==> src/rtl/rxwb_pkg.sv <==
package rxwb_pkg;
  localparam int LEN_W = 14;

  // word 0 bit positions
  localparam int B_OWN  = 31;
  localparam int B_LEN  = 16;
  localparam int B_ES   = 15;
  localparam int B_LE   = 12;
  localparam int B_OE   = 11;
  localparam int B_FIRST = 9;
  localparam int B_LAST = 8;
  localparam int B_ICE  = 7;
  localparam int B_FT   = 5;
  localparam int B_CE   = 1;
  localparam int B_PCE  = 0;

  // word 1 bit positions
  localparam int B_DIC   = 31;
  localparam int B_EOR   = 25;
  localparam int B_CHAIN = 24;

  typedef enum logic [3:0] {
    S_IDLE, S_RD0, S_RD1, S_RD2, S_RD3,
    S_DATA, S_WRB, S_CLOSE, S_WB, S_DROP
  } rx_state_e;

  typedef struct packed {
    logic crc;
    logic ftype;
    logic ip;
    logic pl;
  } rx_side_t;
endpackage

==> src/rtl/rxwb_status.sv <==
module rxwb_status
  import rxwb_pkg::*;
#(
  parameter int BSIZE_W = 11,
  parameter int MIN_LEN = 64
) (
  input  logic [LEN_W-1:0]   cnt,
  input  logic [BSIZE_W-1:0] size,
  input  rx_side_t           side,
  output logic [31:0]        word
);
  localparam logic [LEN_W-1:0] MIN_L = LEN_W'(MIN_LEN);

  logic [LEN_W-1:0] size_ext, stored;
  logic ovf, len_err, summary;

  always_comb begin
    size_ext = LEN_W'(size);
    ovf      = cnt > size_ext;
    stored   = ovf ? size_ext : cnt;
    len_err  = cnt < MIN_L;
    summary  = side.crc | len_err | ovf | side.ip;
    word              = '0;
    word[B_LEN +: LEN_W] = stored;
    word[B_ES]   = summary;
    word[B_LE]   = len_err;
    word[B_OE]   = ovf;
    word[B_FIRST] = 1'b1;
    word[B_LAST] = 1'b1;
    word[B_ICE]  = side.ip;
    word[B_FT]   = side.ftype;
    word[B_CE]   = side.crc;
    word[B_PCE]  = side.pl;
  end
endmodule

==> src/rtl/rxwb_next.sv <==
module rxwb_next #(
  parameter int AW         = 32,
  parameter int DESC_BYTES = 16
) (
  input  logic [AW-1:0] cur,
  input  logic [AW-1:0] link,
  input  logic [AW-1:0] base,
  input  logic          chained,
  input  logic          eor,
  output logic [AW-1:0] nxt
);
  always_comb begin
    if (chained)  nxt = link;
    else if (eor) nxt = base;
    else          nxt = cur + AW'(DESC_BYTES);
  end
endmodule

==> src/rtl/rxwb_engine.sv <==
module rxwb_engine
  import rxwb_pkg::*;
#(
  parameter int AW         = 32,
  parameter int BSIZE_W    = 11,
  parameter int MIN_LEN    = 64,
  parameter int MISS_W     = 16,
  parameter int DESC_BYTES = 16
) (
  input  logic              clk,
  input  logic              rst,
  input  logic [AW-1:0]     ring_base,
  input  logic              in_valid,
  input  logic [7:0]        in_data,
  input  logic              in_last,
  input  logic              in_crc_err,
  input  logic              in_frame_type,
  input  logic              in_ip_err,
  input  logic              in_pl_err,
  output logic              in_ready,
  output logic              mem_req,
  output logic              mem_we,
  output logic [AW-1:0]     mem_addr,
  output logic [3:0]        mem_be,
  output logic [31:0]       mem_wdata,
  input  logic              mem_ack,
  input  logic [31:0]       mem_rdata,
  output logic              rx_int,
  output logic              rbu_flag,
  input  logic              stat_clr,
  output logic [MISS_W-1:0] miss_cnt
);
  localparam logic [LEN_W-1:0] CNT_MAX = '1;

  rx_state_e          st;
  logic [AW-1:0]      desc_ptr, buf_addr, link_addr, next_ptr, byte_addr;
  logic [BSIZE_W-1:0] size;
  logic               dic, eor, chained, last_pend;
  logic [LEN_W-1:0]   cnt;
  rx_side_t           side;
  logic [31:0]        wb_word;

  rxwb_status #(.BSIZE_W(BSIZE_W), .MIN_LEN(MIN_LEN)) u_status (
    .cnt(cnt), .size(size), .side(side), .word(wb_word));

  rxwb_next #(.AW(AW), .DESC_BYTES(DESC_BYTES)) u_next (
    .cur(desc_ptr), .link(link_addr), .base(ring_base),
    .chained(chained), .eor(eor), .nxt(next_ptr));

  assign in_ready  = (st == S_DATA) || (st == S_DROP);
  assign byte_addr = buf_addr + AW'(cnt);

  always_ff @(posedge clk) begin
    if (rst) begin
      st <= S_IDLE;
      mem_req <= 1'b0; mem_we <= 1'b0; mem_addr <= '0; mem_be <= '0; mem_wdata <= '0;
      desc_ptr <= ring_base; buf_addr <= '0; link_addr <= '0;
      size <= '0; dic <= 1'b0; eor <= 1'b0; chained <= 1'b0;
      cnt <= '0; last_pend <= 1'b0; side <= '0;
      rx_int <= 1'b0; rbu_flag <= 1'b0; miss_cnt <= '0;
    end else begin
      if (stat_clr) begin
        rx_int   <= 1'b0;
        rbu_flag <= 1'b0;
      end
      case (st)
        S_IDLE: if (in_valid) begin
          mem_req <= 1'b1; mem_we <= 1'b0; mem_be <= 4'hF;
          mem_addr <= desc_ptr; st <= S_RD0;
        end
        S_RD0: if (mem_ack) begin
          if (mem_rdata[B_OWN]) begin
            mem_addr <= desc_ptr + AW'(4); st <= S_RD1;
          end else begin
            mem_req <= 1'b0; st <= S_DROP;
          end
        end
        S_RD1: if (mem_ack) begin
          dic <= mem_rdata[B_DIC]; eor <= mem_rdata[B_EOR];
          chained <= mem_rdata[B_CHAIN]; size <= mem_rdata[BSIZE_W-1:0];
          mem_addr <= desc_ptr + AW'(8); st <= S_RD2;
        end
        S_RD2: if (mem_ack) begin
          buf_addr <= mem_rdata[AW-1:0];
          mem_addr <= desc_ptr + AW'(12); st <= S_RD3;
        end
        S_RD3: if (mem_ack) begin
          link_addr <= mem_rdata[AW-1:0];
          mem_req <= 1'b0; cnt <= '0; st <= S_DATA;
        end
        S_DATA: if (in_valid) begin
          if (cnt != CNT_MAX) cnt <= cnt + 1'b1;
          last_pend <= in_last;
          if (in_last) side <= '{crc: in_crc_err, ftype: in_frame_type,
                                 ip: in_ip_err, pl: in_pl_err};
          if (cnt < LEN_W'(size)) begin
            mem_req <= 1'b1; mem_we <= 1'b1; mem_addr <= byte_addr;
            mem_be <= 4'b0001 << byte_addr[1:0];
            mem_wdata <= {4{in_data}}; st <= S_WRB;
          end else if (in_last) begin
            st <= S_CLOSE;
          end
        end
        S_WRB: if (mem_ack) begin
          mem_req <= 1'b0;
          st <= last_pend ? S_CLOSE : S_DATA;
        end
        S_CLOSE: begin
          mem_req <= 1'b1; mem_we <= 1'b1; mem_be <= 4'hF;
          mem_addr <= desc_ptr; mem_wdata <= wb_word; st <= S_WB;
        end
        S_WB: if (mem_ack) begin
          mem_req <= 1'b0; mem_we <= 1'b0;
          desc_ptr <= next_ptr;
          if (!dic) rx_int <= 1'b1;
          st <= S_IDLE;
        end
        S_DROP: if (in_valid && in_last) begin
          rbu_flag <= 1'b1;
          miss_cnt <= miss_cnt + 1'b1;
          st <= S_IDLE;
        end
        default: st <= S_IDLE;
      endcase
    end
  end


  req_hold_chk: assert property (@(posedge clk) disable iff (rst)
    (mem_req && !mem_ack) |=> (mem_req && $stable(mem_addr) && $stable(mem_wdata)));


  buf_bound_chk: assert property (@(posedge clk) disable iff (rst)
    (st == S_WRB && mem_req) |-> ((mem_addr - buf_addr) < AW'(size)));


  wb_word_chk: assert property (@(posedge clk) disable iff (rst)
    (st == S_WB && mem_req) |-> (!mem_wdata[B_OWN] && mem_wdata[B_FIRST] && mem_wdata[B_LAST]));


  drop_quiet_chk: assert property (@(posedge clk) disable iff (rst)
    (st == S_DROP) |-> !mem_req);


  miss_step_chk: assert property (@(posedge clk) disable iff (rst)
    (miss_cnt != $past(miss_cnt)) |-> (miss_cnt == $past(miss_cnt) + 1'b1));


  irq_src_chk: assert property (@(posedge clk) disable iff (rst)
    $rose(rx_int) |-> $past(st == S_WB && mem_ack));
endmodule

==> config.mk <==
export PLATFORM = sky130hd
export DESIGN_NAME = rxwb_engine
export DESIGN_NICKNAME = d
export VERILOG_FILES = /design/src/rtl/rxwb_pkg.sv /design/src/rtl/rxwb_status.sv /design/src/rtl/rxwb_next.sv /design/src/rtl/rxwb_engine.sv
export SDC_FILE = /design/constraint.sdc
export NUM_CORES = 1
export LEC_CHECK = 0
export ABC_AREA = 1
export BUFFER_PORTS_ARGS = -buffer_cell sky130_fd_sc_hd__buf_2
export CORE_ASPECT_RATIO = 0.7
export CORE_MARGIN = 1.5
export CORE_UTILIZATION = 36
export CTS_CLUSTER_DIAMETER = 30
export DETAILED_ROUTE_END_ITERATION = 8
export GPL_TIMING_DRIVEN = 0
export PLACE_DENSITY = 0.63
export SYNTH_ARGS = -nofsm -noshare
export SYNTH_HDL_FRONTEND = slang
export SYNTH_SLANG_ARGS = --single-unit
==> constraint.sdc <==
create_clock -name clk -period 7.9 [get_ports clk]
set_clock_uncertainty 0.2 [all_clocks]
set_input_delay 1.185 -clock clk [delete_from_list [all_inputs] [get_ports clk]]
set_output_delay 1.185 -clock clk [all_outputs]
set_load 0.03 [all_outputs]
==> flow_summary.html <==
<table>
<tr><th>Metric</th><th>Value</th></tr>
<tr><th colspan="2">Placement</th></tr>
<tr><td>Worst Setup Slack post-DPL</td><td>~3.8 ns</td></tr>
<tr><td>Port Buffer Count</td><td>170</td></tr>
<tr><td>Post-detail-place hpwl</td><td>~45 mm</td></tr>
<tr><td>Placer Congestion</td><td>around 1</td></tr>
<tr><th colspan="2">STA</th></tr>
<tr><td>Final setup violating endpoints</td><td>0</td></tr>
<tr><td>RSZ-0062 raised after global routing</td><td>false</td></tr>
<tr><td>Hold violation total from the final report</td><td>0</td></tr>
<tr><td>Maximum operating frequency</td><td>about 230 MHz</td></tr>
<tr><td>Period utilisation layout</td><td>0.546</td></tr>
<tr><td>Min Tclk post-route</td><td>about 4.3 ns</td></tr>
<tr><td>Total count of max-transition violations in the final report</td><td>0</td></tr>
<tr><td>Post-route setup TNS</td><td>0 ns</td></tr>
<tr><td>Least setup slack across all paths after layout</td><td>3.59 ns</td></tr>
<tr><td>Transition time at the pin with the least slew margin</td><td>1.17 ns</td></tr>
<tr><td>Slew headroom</td><td>0.209</td></tr>
<tr><th colspan="2">Detailed routing</th></tr>
<tr><td>Number of nets still failing antenna checks after routing</td><td>0</td></tr>
<tr><td>Avg Vias per Cell</td><td>5.53</td></tr>
<tr><td>Post-DR wirelength/cell</td><td>approximately 22 um</td></tr>
<tr><td>Drc violations</td><td>0</td></tr>
<tr><td>Aggregate routed wire length</td><td>about 58 mm</td></tr>
<tr><td>Number of iterations in the first detailed-routing pass</td><td>7</td></tr>
<tr><td>Total vias in the final route</td><td>between 10,000 and 15,000</td></tr>
<tr><td>Drt initial violations</td><td>~2,000</td></tr>
<tr><th colspan="2">Power</th></tr>
<tr><td>Leak Pwr</td><td>slightly below 7 nW</td></tr>
<tr><td>Cell area power density</td><td>between 300 and 400 nW/um^2</td></tr>
<tr><td>Peak supply drop</td><td>around 0.15 mV</td></tr>
<tr><td>Total chip power</td><td>5.16 mW</td></tr>
<tr><th colspan="2">Floorplan</th></tr>
<tr><td>DIE AREA</td><td>~37,000 sq um</td></tr>
<tr><td>Top Ports</td><td>171</td></tr>
<tr><td>Initial core utilization</td><td>0.368</td></tr>
<tr><td>Row cnt</td><td>57</td></tr>
<tr><td>Y dimension of the die</td><td>about 160 um</td></tr>
<tr><td>Floorplan Core Area</td><td>~35,000 sq um</td></tr>
<tr><td>Die outline width</td><td>about 230 um</td></tr>
<tr><th colspan="2">Layout</th></tr>
<tr><td>Net total in the final layout</td><td>between 2,000 and 2,500</td></tr>
<tr><td>Final core utilization</td><td>0.453</td></tr>
<tr><td>Share of final-layout standard cells stronger than drive strength 1</td><td>0.142</td></tr>
<tr><td>Area added between synthesis and finish</td><td>23.1%</td></tr>
<tr><th colspan="2">Global route</th></tr>
<tr><td>Number of global-route vias before repair</td><td>13,486</td></tr>
<tr><td>GRT Util Overall</td><td>0.306</td></tr>
<tr><td>Initial antenna violation count</td><td>3</td></tr>
<tr><td>Pin count of the biggest net entering global routing</td><td>20</td></tr>
<tr><td>Aggregate global routing overflow</td><td>0</td></tr>
<tr><td>Global-route wire length before repair</td><td>84.4 mm</td></tr>
<tr><th colspan="2">Critical path</th></tr>
<tr><td>Kind of capture point of the worst setup path</td><td>register</td></tr>
<tr><td>Required @ worst endpoint</td><td>between 8 and 9 ns</td></tr>
<tr><td>Setup slack of the worst register-to-register path</td><td>approximately 3.6 ns</td></tr>
<tr><td>Dominant cell type by count on the critical path</td><td>sky130_fd_sc_hd__nor2_1</td></tr>
<tr><td>Sort of element at the start of the critical path</td><td>register</td></tr>
<tr><td>Combined buffer and inverter count along the critical path</td><td>3</td></tr>
<tr><td>Critical Path, Cell by Cell</td><td>buf_2 -&gt; nand2_1 -&gt; nor2_1 -&gt; clkbuf_1 -&gt; ha_1 -&gt; a21oi_1 -&gt; nor2_1 -&gt; nand3_1 -&gt; nand2_1 -&gt; inv_1 -&gt; nor3_1 -&gt; a21oi_1 -&gt; nand2_1 -&gt; nor2_1 -&gt; nor2_1</td></tr>
<tr><td>RR Endpoint</td><td>mem_addr[15]$_SDFFE_PP0P_</td></tr>
<tr><td>WS Path Type</td><td>register to register</td></tr>
<tr><td>Standard cell with the maximum stage delay on the critical path</td><td>sky130_fd_sc_hd__nor2_1</td></tr>
<tr><td>Maximum fanout count along the critical path</td><td>10</td></tr>
<tr><td>Source of the worst register-to-register timing path</td><td>st[0]$_SDFFE_PP0P_</td></tr>
<tr><td>Stage delay of the slowest cell on the critical path</td><td>between 0.7 and 0.8 ns</td></tr>
<tr><td>Worst endpoint data arrival time</td><td>4.56 ns</td></tr>
<tr><td>Critical path's top delay family</td><td>simple AND/OR/NAND/NOR gates</td></tr>
<tr><td>Number of cells traversed by the worst register-to-register path</td><td>15</td></tr>
<tr><th colspan="2">Yosys</th></tr>
<tr><td>Count of unique library cells instantiated by Yosys</td><td>52</td></tr>
<tr><td>Syn Std Cell Area</td><td>between 10,000 and 15,000 sq um</td></tr>
<tr><td>Number of synthesized flops with an enable pin</td><td>32</td></tr>
<tr><td>Post-synthesis net count</td><td>around 2,000</td></tr>
<tr><td>Post-Syn Area per Cell</td><td>~6.6 sq um</td></tr>
<tr><td>Dominant synthesized flop cell</td><td>sky130_fd_sc_hd__dfxtp_1</td></tr>
<tr><td>Yosys Warn Count</td><td>0</td></tr>
<tr><td>Synth async-reset ratio</td><td>0</td></tr>
<tr><td>Gate count after technology mapping</td><td>between 1,500 and 2,000</td></tr>
<tr><td>FF+latch count, synth</td><td>between 200 and 250</td></tr>
<tr><td>Sequential share of the synthesized area</td><td>0.364</td></tr>
<tr><th colspan="2">Clock tree</th></tr>
<tr><td>Number of CTS-inserted buffers</td><td>45</td></tr>
<tr><td>Clock tree from TritonCTS</td><td>done</td></tr>
<tr><td>CTS root buffer</td><td>sky130_fd_sc_hd__clkbuf_16</td></tr>
<tr><td>Count of cells resized by post-cts repair</td><td>0</td></tr>
<tr><td>Clock latency reported for the late side of the worst-skew pair</td><td>0.57 ns</td></tr>
<tr><td>Clock-pin slew of the registers on the worst-case setup and hold paths</td><td>approximately 0.050 ns</td></tr>
<tr><td>Total clock sinks</td><td>218</td></tr>
<tr><td>Total of hold buffers inserted after clock tree synthesis</td><td>0</td></tr>
<tr><td>H-tree depth reported by CTS</td><td>2</td></tr>
<tr><td>Setup Fix Bufs, Post-CTS</td><td>0</td></tr>
<tr><td>Bufs on Longest Clock Path</td><td>3</td></tr>
<tr><th colspan="2">Worst hold path</th></tr>
<tr><td>Kind of path behind the tightest hold check</td><td>register to register</td></tr>
<tr><td>Terminating pin of the worst hold path</td><td>mem_wdata[9]$_SDFFE_PP0P_</td></tr>
<tr><td>Hold path startpoint</td><td>mem_wdata[9]$_SDFFE_PP0P_</td></tr>
<tr><td>Hold Path Stages</td><td>2</td></tr>
<tr><th colspan="2">Status</th></tr>
<tr><td>Run status</td><td>completed</td></tr>
<tr><th colspan="2">Job</th></tr>
<tr><td>Number of maximum-capacitance violations</td><td>0</td></tr>
</table>
==> cells in the final DEF, fill, tap and decap left out, types with 5 or more instances in the layout <==
cell / Yosys / layout
sky130_fd_sc_hd__a21oi_1: 205 / 205
sky130_fd_sc_hd__a221oi_1: 7 / 7
sky130_fd_sc_hd__a22o_1: 11 / 11
sky130_fd_sc_hd__a22oi_1: 5 / 5
sky130_fd_sc_hd__a32o_1: 5 / 5
sky130_fd_sc_hd__buf_2: 12 / 182
sky130_fd_sc_hd__buf_4: 6 / 6
sky130_fd_sc_hd__clkbuf_1: 54 / 63
sky130_fd_sc_hd__clkbuf_16: 0 / 47
sky130_fd_sc_hd__clkinv_2: 0 / 8
sky130_fd_sc_hd__clkinvlp_4: 0 / 7
sky130_fd_sc_hd__dfxtp_1: 186 / 186
sky130_fd_sc_hd__edfxtp_1: 32 / 32
sky130_fd_sc_hd__ha_1: 30 / 30
sky130_fd_sc_hd__inv_1: 193 / 193
sky130_fd_sc_hd__inv_2: 5 / 5
sky130_fd_sc_hd__nand2_1: 429 / 429
sky130_fd_sc_hd__nand2_2: 6 / 6
sky130_fd_sc_hd__nand3_1: 152 / 152
sky130_fd_sc_hd__nand4_1: 26 / 26
sky130_fd_sc_hd__nor2_1: 254 / 254
sky130_fd_sc_hd__nor2_2: 8 / 8
sky130_fd_sc_hd__nor3_1: 30 / 30
sky130_fd_sc_hd__o211ai_1: 8 / 8
sky130_fd_sc_hd__o21ai_0: 185 / 185
sky130_fd_sc_hd__o21ai_1: 13 / 13
sky130_fd_sc_hd__or2_2: 10 / 10
sky130_fd_sc_hd__xor2_1: 19 / 19
==> power breakdown <==
part / switching [mW] / total (mW) / leakage, nW / internal [mW]
Sequential: 0.164 / 1.48 / 1.83 / 1.32
Combinational: 1.32 / 1.80 / 4.26 / 0.485
Clock: 0.672 / 1.87 / 0.717 / 1.20
==> logic make-up (layout without fill, tap and decap cells) <==
logic type / after synthesis / count (layout) / share of synthesized area
flops: 218 / 218 / 0.364
buf+inv: 279 / 534 / 0.0863
fa+ha+maj: 32 / 32 / 0.0323
simple gates: 934 / 934 / 0.308
other cells: 0 / 3 / 0
compound gates: 464 / 464 / 0.195
xor+xnor: 20 / 20 / 0.0136
==> worst register-to-register path, stage by stage, from the launching register on <==
cell and delay (ns):
sky130_fd_sc_hd__dfxtp_1 0.29, sky130_fd_sc_hd__buf_2 0.20, sky130_fd_sc_hd__nand2_1 0.15, sky130_fd_sc_hd__nor2_1 0.75, sky130_fd_sc_hd__clkbuf_1 0.71, sky130_fd_sc_hd__ha_1 0.39, sky130_fd_sc_hd__a21oi_1 0.37, sky130_fd_sc_hd__nor2_1 0.18
sky130_fd_sc_hd__nand3_1 0.10, sky130_fd_sc_hd__nand2_1 0.10, sky130_fd_sc_hd__inv_1 0.12, sky130_fd_sc_hd__nor3_1 0.06, sky130_fd_sc_hd__a21oi_1 0.37, sky130_fd_sc_hd__nand2_1 0.09, sky130_fd_sc_hd__nor2_1 0.10, sky130_fd_sc_hd__nor2_1 0.04
==> registers in the layout (all words and copies together) (netlist names) <==
signal / cells
mem_we: 1
desc_ptr: 32
rx_int: 1
size: 11
eor: 1
chained: 1
cnt: 14
mem_wdata: 29
side: 4
dic: 1
rbu_flag: 1
mem_req: 1
mem_addr: 32
mem_be: 4
buf_addr: 32
link_addr: 32
st: 4
miss_cnt: 16
last_pend: 1
==> metal layers <==
layer | up-vias | global-route usage | routed length [um] | share of wire
met5 | - | 0 | 0 | 0
met2 | 826 | 0.419 | 22600 | 0.39
met4 | 0 | 0.0933 | 1710 | 0.029
met3 | 114 | 0.0996 | 7300 | 0.13
met1 | 6925 | 0.449 | 26600 | 0.46
li1 | 6946 | - | - | -
==> Yosys cell counts, types with 7 or more instances <==
master	n	share of area
sky130_fd_sc_hd__a21oi_1	205	0.080
sky130_fd_sc_hd__a221oi_1	7	0.0048
sky130_fd_sc_hd__a22o_1	11	0.0075
sky130_fd_sc_hd__buf_2	12	0.0047
sky130_fd_sc_hd__clkbuf_1	54	0.016
sky130_fd_sc_hd__dfxtp_1	186	0.29
sky130_fd_sc_hd__edfxtp_1	32	0.075
sky130_fd_sc_hd__ha_1	30	0.029
sky130_fd_sc_hd__inv_1	193	0.056
sky130_fd_sc_hd__nand2_1	429	0.13
sky130_fd_sc_hd__nand3_1	152	0.059
sky130_fd_sc_hd__nand4_1	26	0.013
sky130_fd_sc_hd__nor2_1	254	0.074
sky130_fd_sc_hd__nor2_2	8	0.0039
sky130_fd_sc_hd__nor3_1	30	0.012
sky130_fd_sc_hd__o211ai_1	8	0.0047
sky130_fd_sc_hd__o21ai_0	185	0.072
sky130_fd_sc_hd__o21ai_1	13	0.0051
sky130_fd_sc_hd__or2_2	10	0.0049
sky130_fd_sc_hd__xor2_1	19	0.013
==> final cells by class <==
type / count / area, sq um
diodes: 3 / 7.51
well taps: 472 / 591
plain buffers: 79 / 358
inverters: 200 / 753
repair buffers: 171 / 878
multi-input cells: 1450 / 7070
clock inverters: 24 / 235
clock buffers: 60 / 1260
fillers: 3621 / 19100
flip-flops and latches: 218 / 4680
==> worst max path at each step <==
stage	depth (start not counted)	slack (ns)	end	from
final	15	3.59	mem_addr[15]$_SDFFE_PP0P_	st[0]$_SDFFE_PP0P_
after global routing	13	3.49	mem_addr[17]$_SDFFE_PP0P_	st[0]$_SDFFE_PP0P_
after CTS	7	3.83	in_ready	st[1]$_SDFFE_PP0P_
after detailed placement	6	3.78	desc_ptr[25]$_DFFE_PP_	rst
after global placement	5	3.33	desc_ptr[25]$_DFFE_PP_	rst
after floorplan	4	4.96	desc_ptr[10]$_DFFE_PP_	rst
==> stage by stage <==
step	hold slack [ns]	instance area, sq um	cells
finish	0.263	15800	2677
global route	0.276	15800	2675
CTS	0.261	15800	2674
detailed placement	0.254	14300	2590
global placement	0.250	14300	2589
floorplan	0.225	12900	1947
(Power assumes the default switching activity.)
